**src/rtl/sdrc_pkg.sv**
```systemverilog
`timescale 1ns/1ps
package sdrc_pkg;

    typedef enum logic [2:0] {
        C_NOP, C_MODE, C_REF, C_ACT, C_RD, C_WR, C_PRE, C_BST
    } cmd_e;

    typedef enum logic [1:0] {
        B_CLOSED, B_OPEN, B_AUTOPRE
    } bank_e;

    // lower value wins when several rules fail in one cycle
    typedef enum logic [3:0] {
        V_NONE      = 4'd0,
        V_MRD       = 4'd1,
        V_MODE_BUSY = 4'd2,
        V_REF_BUSY  = 4'd3,
        V_AP_LOCK   = 4'd4,
        V_RW_CLOSED = 4'd5,
        V_RCD       = 4'd6,
        V_RAS       = 4'd7,
        V_ACT_OPEN  = 4'd8,
        V_RP        = 4'd9,
        V_RC        = 4'd10,
        V_RRD       = 4'd11
    } viol_e;

    localparam int NVIOL = 12;

    typedef struct packed {
        cmd_e kind;
        logic ap;      // auto precharge / all banks flag
    } cmd_t;

    function automatic int ns2cyc(input int ns, input int tck_ps);
        return (ns * 1000 + tck_ps - 1) / tck_ps;
    endfunction

    function automatic int imax(input int a, input int b);
        return (a > b) ? a : b;
    endfunction

endpackage

```
**src/rtl/sdrc_bank.sv**
```systemverilog
`timescale 1ns/1ps
module sdrc_bank
    import sdrc_pkg::*;
#(
    parameter int CW    = 4,
    parameter int SAT   = 13,
    parameter int COL_W = 8
) (
    input  logic             clk,
    input  logic             rst,
    input  cmd_t             cmd,
    input  logic             sel,
    input  logic [COL_W-1:0] bl_m1,
    output bank_e            st,
    output logic [CW-1:0]    act_age,
    output logic [CW-1:0]    pre_age,
    output logic             ap_busy
);
    localparam logic [CW-1:0] AGE_MAX = CW'(SAT);
    localparam logic [CW-1:0] AGE_ONE = CW'(1);

    logic [COL_W-1:0] ap_left;

    assign ap_busy = (st == B_AUTOPRE) && (ap_left != '0);

    always_ff @(posedge clk) begin
        if (rst) begin
            st      <= B_CLOSED;
            act_age <= AGE_MAX;
            pre_age <= AGE_MAX;
            ap_left <= '0;
        end else begin
            act_age <= (act_age == AGE_MAX) ? AGE_MAX : act_age + AGE_ONE;
            pre_age <= (pre_age == AGE_MAX) ? AGE_MAX : pre_age + AGE_ONE;
            if (st == B_AUTOPRE) begin
                if (ap_left == '0) begin
                    st      <= B_CLOSED;
                    pre_age <= AGE_ONE;
                end else begin
                    ap_left <= ap_left - 1'b1;
                end
            end
            if (sel && cmd.kind == C_ACT) begin
                st      <= B_OPEN;
                act_age <= AGE_ONE;
            end
            if (cmd.kind == C_PRE && (sel || cmd.ap) && st == B_OPEN) begin
                st      <= B_CLOSED;
                pre_age <= AGE_ONE;
            end
            if (sel && cmd.ap && st == B_OPEN &&
                (cmd.kind == C_RD || cmd.kind == C_WR)) begin
                st      <= B_AUTOPRE;
                ap_left <= bl_m1;
            end
        end
    end
endmodule

```
**config.mk**
```make
export PLATFORM = sky130hd
export DESIGN_NAME = sdrc_bank
export DESIGN_NICKNAME = d
export VERILOG_FILES = /design/src/rtl/sdrc_pkg.sv /design/src/rtl/sdrc_bank.sv
export SDC_FILE = /design/constraint.sdc
export NUM_CORES = 1
export LEC_CHECK = 0
export ABC_AREA = 1
export BUFFER_PORTS_ARGS = -buffer_cell sky130_fd_sc_hd__buf_2
export CAP_MARGIN = 5
export CORE_UTILIZATION = 51
export CTS_BUF_LIST = sky130_fd_sc_hd__clkbuf_8 sky130_fd_sc_hd__clkbuf_16
export CTS_CLUSTER_SIZE = 10
export DETAILED_ROUTE_END_ITERATION = 10
export PLACE_DENSITY_LB_ADDON = 0.15
export RECOVER_POWER = 50
export SYNTH_ARGS = -nofsm -noshare
export SYNTH_HDL_FRONTEND = slang
export SYNTH_SLANG_ARGS = --single-unit
```
**constraint.sdc**
```tcl
create_clock -name clk -period 2 [get_ports clk]
set_clock_uncertainty 0.1 [all_clocks]
set_input_delay 0.2 -clock clk [delete_from_list [all_inputs] [get_ports clk]]
set_output_delay 0.2 -clock clk [all_outputs]
set_load 0.005 [all_outputs]
```
==> results of run 1 <==
==> Yosys cell counts (2+ instances only) <==
| cell type | instances | area share [%] |
|---|---|---|
| sky130_fd_sc_hd__a21oi_1 | 10 | 4.9 |
| sky130_fd_sc_hd__dfxtp_1 | 18 | 35 |
| sky130_fd_sc_hd__ha_1 | 3 | 3.6 |
| sky130_fd_sc_hd__inv_1 | 21 | 7.6 |
| sky130_fd_sc_hd__nand2_1 | 43 | 16 |
| sky130_fd_sc_hd__nand2_2 | 4 | 2.4 |
| sky130_fd_sc_hd__nand3_1 | 12 | 5.8 |
| sky130_fd_sc_hd__nor2_1 | 27 | 9.8 |
| sky130_fd_sc_hd__nor3_1 | 2 | 0.97 |
| sky130_fd_sc_hd__o21ai_0 | 6 | 2.9 |
| sky130_fd_sc_hd__o21ai_1 | 3 | 1.5 |
| sky130_fd_sc_hd__xnor2_1 | 2 | 1.7 |
==> cells by family after synthesis <==
family / after synthesis / share of synthesized area (%)
compound gates: 20 / 10.1
buf+inv: 23 / 9.35
flops: 18 / 35.0
simple gates: 94 / 39.4
fa+ha+maj: 3 / 3.64
xor+xnor: 3 / 2.55
==> power by group through the flow <==
stage               Clock [mW]  Sequential, mW  Combinational, mW
floorplan                    0           0.440              0.113
global placement             0           0.437              0.184
detailed placement           0           0.439              0.185
CTS                      0.300           0.431              0.186
global route             0.320           0.437              0.206
finish                   0.295           0.432              0.177
==> how the worst max path moves through the flow <==
stage,endpoint,depth (start not counted),start
2_1_floorplan,ap_left[4]$_SDFFE_PP0P_,9,ap_left[0]$_SDFFE_PP0P_
3_3_place_gp,ap_left[3]$_SDFFE_PP0P_,9,ap_left[0]$_SDFFE_PP0P_
3_5_place_dp,ap_left[4]$_SDFFE_PP0P_,9,ap_left[0]$_SDFFE_PP0P_
4_1_cts,ap_busy,6,ap_left[0]$_SDFFE_PP0P_
5_1_grt,ap_busy,6,ap_left[0]$_SDFFE_PP0P_
6_report,ap_busy,6,ap_left[0]$_SDFFE_PP0P_
==> cells in the final DEF, fill, tap and decap left out, types with 2 or more instances in the layout <==
cell type,instances
sky130_fd_sc_hd__dfxtp_1,18
sky130_fd_sc_hd__nand3_1,12
sky130_fd_sc_hd__nor2_1,27
sky130_fd_sc_hd__inv_1,21
sky130_fd_sc_hd__nand2_2,4
sky130_fd_sc_hd__clkbuf_8,4
sky130_fd_sc_hd__nor3_1,2
sky130_fd_sc_hd__clkbuf_1,8
sky130_fd_sc_hd__o21ai_0,6
sky130_fd_sc_hd__a21oi_1,10
sky130_fd_sc_hd__o21ai_1,3
sky130_fd_sc_hd__nand2_1,43
sky130_fd_sc_hd__buf_2,17
sky130_fd_sc_hd__xnor2_1,2
sky130_fd_sc_hd__ha_1,3
==> cell type report <==
type	count	area, um2
Fill cell	180	581
Timing Repair Buffer	25	115
Tap cell	25	31.3
Multi-Input combinational cell	120	574
Inverter	22	85.1
Clock buffer	4	55.1
Sequential cell	18	360
==> metal layers <==
metal / vias up / wire [um]
li1: 564 / -
met1: 479 / 1090
met2: 28 / 1120
met3: 2 / 132
met4: 0 / 16
met5: - / 0
==> stage by stage <==
stage	util [%]	setup WS, ns	instance area [um2]	hold WS [ns]	power (mW)
6_report	67.8	0.346	1220	0.0967	0.904
5_1_grt	67.8	0.246	1220	0.0952	0.964
4_1_cts	68.3	0.351	1230	0.0964	0.918
3_5_place_dp	65.3	0.456	1180	0.351	0.624
3_3_place_gp	65.3	0.512	1180	0.340	0.621
2_1_floorplan	-	0.646	1030	0.169	0.553
==> flip-flops by register name (all words and copies together) (netlist names) <==
signal and cells:
st 2, ap_left 8, act_age 4, pre_age 4
==> results.sh, run 1 <==
export IMPL_area_delta_synth_final_pct=18.4
export IMPL_worst_path_buf_inv=2
export IMPL_largest_net_degree_at_the_start_of_global_routing=15
export IMPL_design_final_nets=208
export IMPL_yosysWarnings=0
export IMPL_hpwlAfterDp_um=1750
export IMPL_synth_seq_area_share_pct=35.0
export IMPL_first_pass_iters=4
export IMPL_global_route_usage_total_pct=23.4
export IMPL_postSynth_asyncResetShare_pct=0
export IMPL_cp_cell_sequence="inv_1 -> ha_1 -> nand2_2 -> nor2_4 -> nor2_1 -> buf_2"
export IMPL_cts_made_buffers=3
export IMPL_critical_path_max_stage_delay_ns=0.31
export IMPL_cts_repair_resized=0
export IMPL_critical_path_slowest_cell="sky130_fd_sc_hd__dfxtp_1"
export IMPL_power_frac_seq_pct=47.8
export IMPL_grt_use_met2_pct=41.4
export IMPL_crit_family="simple AND/OR/NAND/NOR gates"
export IMPL_setup_tns_ns=0
export IMPL_rows=15
export IMPL_grt_pass1_wl_um=3680
export IMPL_globalplace_congestion=0.884
export IMPL_regToRegSetupSlack_ns=0.43
export IMPL_holdCritStartpoint="rst"
export IMPL_grt_pass1_vias=913
export IMPL_worst_ep_required_time_ns=1.70
export IMPL_dieArea_um2=2210
export IMPL_synth_area_um2=1030
export IMPL_power_density_cell_area_nw_per_um2=740
export IMPL_post_synth_cell_area_avg_um2=6.40
export IMPL_globalRouteMet3Util_pct=5.38
export IMPL_worst_slew_slack_as_a_fraction_of_its_limit_pct=79.6
export IMPL_clock_root_buffer="sky130_fd_sc_hd__clkbuf_8"
export IMPL_cts_num_sinks=18
export IMPL_synth_seq_cells=18
export IMPL_timing_worst_setup_path_type="reg2out"
export IMPL_die_w_um=47.0
export IMPL_initial_core_utilization_pct=57.2
export IMPL_timing_final_crit_share_pct=82.7
export IMPL_h_tree_depth=1
export IMPL_drv_cap=0
export IMPL_top_level_ports=26
export IMPL_floorplan_core_area_um2=1800
export IMPL_synth_top_flop_cell="sky130_fd_sc_hd__dfxtp_1"
export IMPL_p_int_uw=654
export IMPL_place_port_buffers=25
export IMPL_drive_above_1_share_pct=15.9
export IMPL_min_delay_worst_endpoint="ap_left[1]$_SDFFE_PP0P_"
export IMPL_synth_edf_count=0
export IMPL_clock_insertion_delay_worst_skew_ns=0.25
export IMPL_detail_route_iter0_violations=43
export IMPL_mappedNetlistNets=179
export IMPL_tritoncts="built"
export IMPL_ff2ff_path_depth=9
export IMPL_die_h_um=47.0
export IMPL_max_vdd_ir_drop_mv=0.512
export IMPL_capturing_element_type_of_the_critical_path="output port"
export IMPL_worst_endpoint_arrival_ns=1.35
export IMPL_clock_path_buffers=2
export IMPL_tightest_slew_ns=0.306
export IMPL_crit_path_start_kind="flip-flop"
export IMPL_minimum_period_implied_by_the_final_worst_setup_slack_ns=1.65
export IMPL_antennaDiodeCount=0
export IMPL_final_cell_count_no_fill=214
export IMPL_worst_hold_path_num_cells=2
export IMPL_p_leak_nw=0.647
export IMPL_max_slew_violations=0
export IMPL_share_clk_of_total_power_pct=32.7
export IMPL_r2r_end="ap_left[4]$_SDFFE_PP0P_"
export IMPL_initial_antenna_violation_count=0
export IMPL_detailroute_via_count=1073
export IMPL_clk_pin_slew_ns=0.07
export IMPL_placedCellCount=210
export IMPL_synth_lib_cells_used_distinct=22
export IMPL_r2r_start="ap_left[0]$_SDFFE_PP0P_"
export IMPL_status="completed"
export IMPL_cts_setup_buffers=0
export IMPL_wire_length_per_cell_after_detailed_routing_um=11.0
export IMPL_drt_antenna_violating_nets=0
export IMPL_cts_hold_buf=0
export IMPL_final_hold_viol_count=0
export IMPL_fmaxAchievable_ghz=0.605
export IMPL_postRouteWirelength_um=2360
export IMPL_rsz0062_at_grt="false"
export IMPL_drc_errors=0
export IMPL_switching_power_uw=251
export IMPL_timing_critical_path_fanout_max=4
export IMPL_p_comb_share_pct=19.6
export IMPL_synthesis_instances=161
export IMPL_swShare_pct=27.7
export IMPL_grt_busiest_layer="met2"
export IMPL_use_met1_pct=28.6
export IMPL_globalRouteOverflowTotal=0
export IMPL_hp_class="in2reg"
export IMPL_timing_final_setup_violations=0
export IMPL_route_detailed_vias_per_inst=5.01
(Power assumes the default switching activity.)
==> inputs of run 2 (changes only) <==
==> constraint.sdc (replaced) <==
create_clock -name clk -period 1.6 [get_ports clk]
set_clock_uncertainty 0.1 [all_clocks]
set_input_delay 0.16 -clock clk [delete_from_list [all_inputs] [get_ports clk]]
set_output_delay 0.16 -clock clk [all_outputs]
set_load 0.005 [all_outputs]
==> run 2 against run 1 <==
  * Core utilization rose by 3.1 points
  * Combinational power rose by 33%
  * Critical path depth did not move
  * Clock power rose by 29%
  * First-iteration DRC count fell by 35%
  * Sequential power rose by 25%
  * Power rose by 28%
==> results.sh, run 2 (synthesized netlist as in run 1, its figures left out) <==
export IMPL_status="completed"
export IMPL_max_slew_violations=0
export IMPL_rows=15
export IMPL_clock_path_buffers=2
export IMPL_fmaxAchievable_ghz=0.660
export IMPL_worst_slew_slack_as_a_fraction_of_its_limit_pct=75.8
export IMPL_drc_errors=0
export IMPL_hp_class="in2reg"
export IMPL_clock_insertion_delay_worst_skew_ns=0.26
export IMPL_worst_path_buf_inv=2
export IMPL_area_delta_synth_final_pct=23.9
export IMPL_drt_antenna_violating_nets=0
export IMPL_h_tree_depth=1
export IMPL_initial_core_utilization_pct=57.2
export IMPL_tritoncts="built"
export IMPL_critical_path_slowest_cell="sky130_fd_sc_hd__dfxtp_1"
export IMPL_largest_net_degree_at_the_start_of_global_routing=12
export IMPL_dp_worst_setup_slack_ns=0.102
export IMPL_largest_regs="ap_left: 8 flops, act_age: 4 flops, pre_age: 4 flops"
export IMPL_dieArea_um2=2210
export IMPL_crit_family="flip-flops"
export IMPL_globalRouteOverflowTotal=0
export IMPL_first_pass_iters=4
export IMPL_r2r_end="ap_left[2]$_SDFFE_PP0P_"
export IMPL_placedCellCount=211
export IMPL_timing_critical_path_fanout_max=4
export IMPL_timing_worst_setup_path_type="reg2out"
export IMPL_regToRegSetupSlack_ns=0.10
export IMPL_hpwlAfterDp_um=1790
export IMPL_cp_cell_sequence="inv_1 -> ha_4 -> nand2_2 -> nor2_4 -> nor2_2 -> buf_2"
export IMPL_design_final_nets=211
export IMPL_grt_pass1_wl_um=3850
export IMPL_die_w_um=47.0
export IMPL_detailroute_via_count=1119
export IMPL_antennaDiodeCount=0
export IMPL_final_design_area_no_fill_um2=1280
export IMPL_detail_route_iter0_violations=28
export IMPL_worst_endpoint_arrival_ns=1.26
export IMPL_cts_num_sinks=18
export IMPL_final_hold_viol_count=0
export IMPL_worst_hold_path_num_cells=2
export IMPL_hold_worst_slack_ns=0.0518
export IMPL_holdCritStartpoint="rst"
export IMPL_critical_path_max_stage_delay_ns=0.31
export IMPL_timing_final_crit_share_pct=94.7
export IMPL_beginning_of_the_critical_path="ap_left[1]$_SDFFE_PP0P_"
export IMPL_wire_length_per_cell_after_detailed_routing_um=11.9
export IMPL_p_leak_nw=0.673
export IMPL_initial_antenna_violation_count=0
export IMPL_setup_tns_ns=0
export IMPL_final_cell_mix="sky130_fd_sc_hd__nand2_1 (43), sky130_fd_sc_hd__nor2_1 (25), sky130_fd_sc_hd__buf_2 (24), sky130_fd_sc_hd__inv_1 (19), sky130_fd_sc_hd__dfxtp_1 (18)"
export IMPL_top_level_ports=26
export IMPL_clk_pin_slew_ns=0.07
export IMPL_postPlaceCellArea_um2=1180
export IMPL_place_port_buffers=25
export IMPL_route_detailed_vias_per_inst=5.16
export IMPL_postRouteWirelength_um=2590
export IMPL_clock_root_buffer="sky130_fd_sc_hd__clkbuf_8"
export IMPL_max_vdd_ir_drop_mv=0.680
export IMPL_minimum_period_implied_by_the_final_worst_setup_slack_ns=1.52
export IMPL_floorplan_core_area_um2=1800
export IMPL_power_density_cell_area_nw_per_um2=908
export IMPL_drv_cap=0
export IMPL_global_route_usage_total_pct=25.2
export IMPL_r2r_start="st[1]$_SDFFE_PP0P_"
export IMPL_worst_ep_required_time_ns=1.34
export IMPL_tightest_slew_ns=0.363
export IMPL_ff2ff_path_depth=9
export IMPL_capturing_element_type_of_the_critical_path="output port"
export IMPL_timing_final_ws_setup_ns=0.0844
export IMPL_grt_pass1_vias=933
export IMPL_crit_path_start_kind="flip-flop"
export IMPL_share_of_the_core_filled_with_cells_in_the_final_layout_pct=70.9
export IMPL_die_h_um=47.0
export IMPL_final_cell_count_no_fill=217
export IMPL_drive_above_1_share_pct=24.0
export IMPL_registers_top_by_ff_count="ap_left"
export IMPL_globalplace_congestion=0.879
export IMPL_mostFrequentLayoutCell="sky130_fd_sc_hd__nand2_1"
export IMPL_min_delay_worst_endpoint="st[1]$_SDFFE_PP0P_"
export IMPL_flip_flop_count_of_the_largest_register_all_copies_and_words_added=8
export IMPL_design_power_total_mw=1.16
export IMPL_cts_made_buffers=3
export IMPL_timing_final_setup_violations=0
==> run 2: cell count changes in the layout (fill, tap and decap cells not counted), moves of 2 or more <==
cell / before / now
sky130_fd_sc_hd__nor2_2: 1 / 3
sky130_fd_sc_hd__buf_4: 0 / 3
sky130_fd_sc_hd__clkbuf_1: 8 / 1
sky130_fd_sc_hd__inv_1: 21 / 19
sky130_fd_sc_hd__buf_2: 17 / 24
sky130_fd_sc_hd__nor2_1: 27 / 25
==> run 2: layout make-up <==
type	instances	area, um2
flip-flops and latches	18	360
fillers	152	524
clock buffers	4	55.1
repair buffers	28	146
multi-input cells	120	596
well taps	25	31.3
inverters	22	88.8
==> run 2: worst max path at each step <==
stage / to / cells after the start
6_report: ap_busy / 6
5_1_grt: ap_left[6]$_SDFFE_PP0P_ / 10
4_1_cts: ap_busy / 6
3_5_place_dp: ap_left[4]$_SDFFE_PP0P_ / 9
3_3_place_gp: ap_left[2]$_SDFFE_PP0P_ / 8
2_1_floorplan: ap_left[4]$_SDFFE_PP0P_ / 9
==> run 2: power by group <==
| group | total, mW | internal, mW | switching (mW) |
|---|---|---|---|
| registers | 0.541 | 0.494 | 0.0472 |
| logic | 0.236 | 0.115 | 0.121 |
| clock network | 0.382 | 0.219 | 0.163 |
==> run 2: repair_timing <==
item / CTS / global route
hold buffers: 0 / 0
gates resized for setup: 2 / 5
pin swaps: 0 / 1
setup buffers: 0 / 2
setup endpoints to repair: 1 / 7
==> run 2: per-layer routing <==
layer | track usage (%) | part of all wire, %
met1 | 32.1 | 42
met4 | 10.3 | 2.0
met5 | 0 | 0
met2 | 41.9 | 50
met3 | 4.62 | 5.6
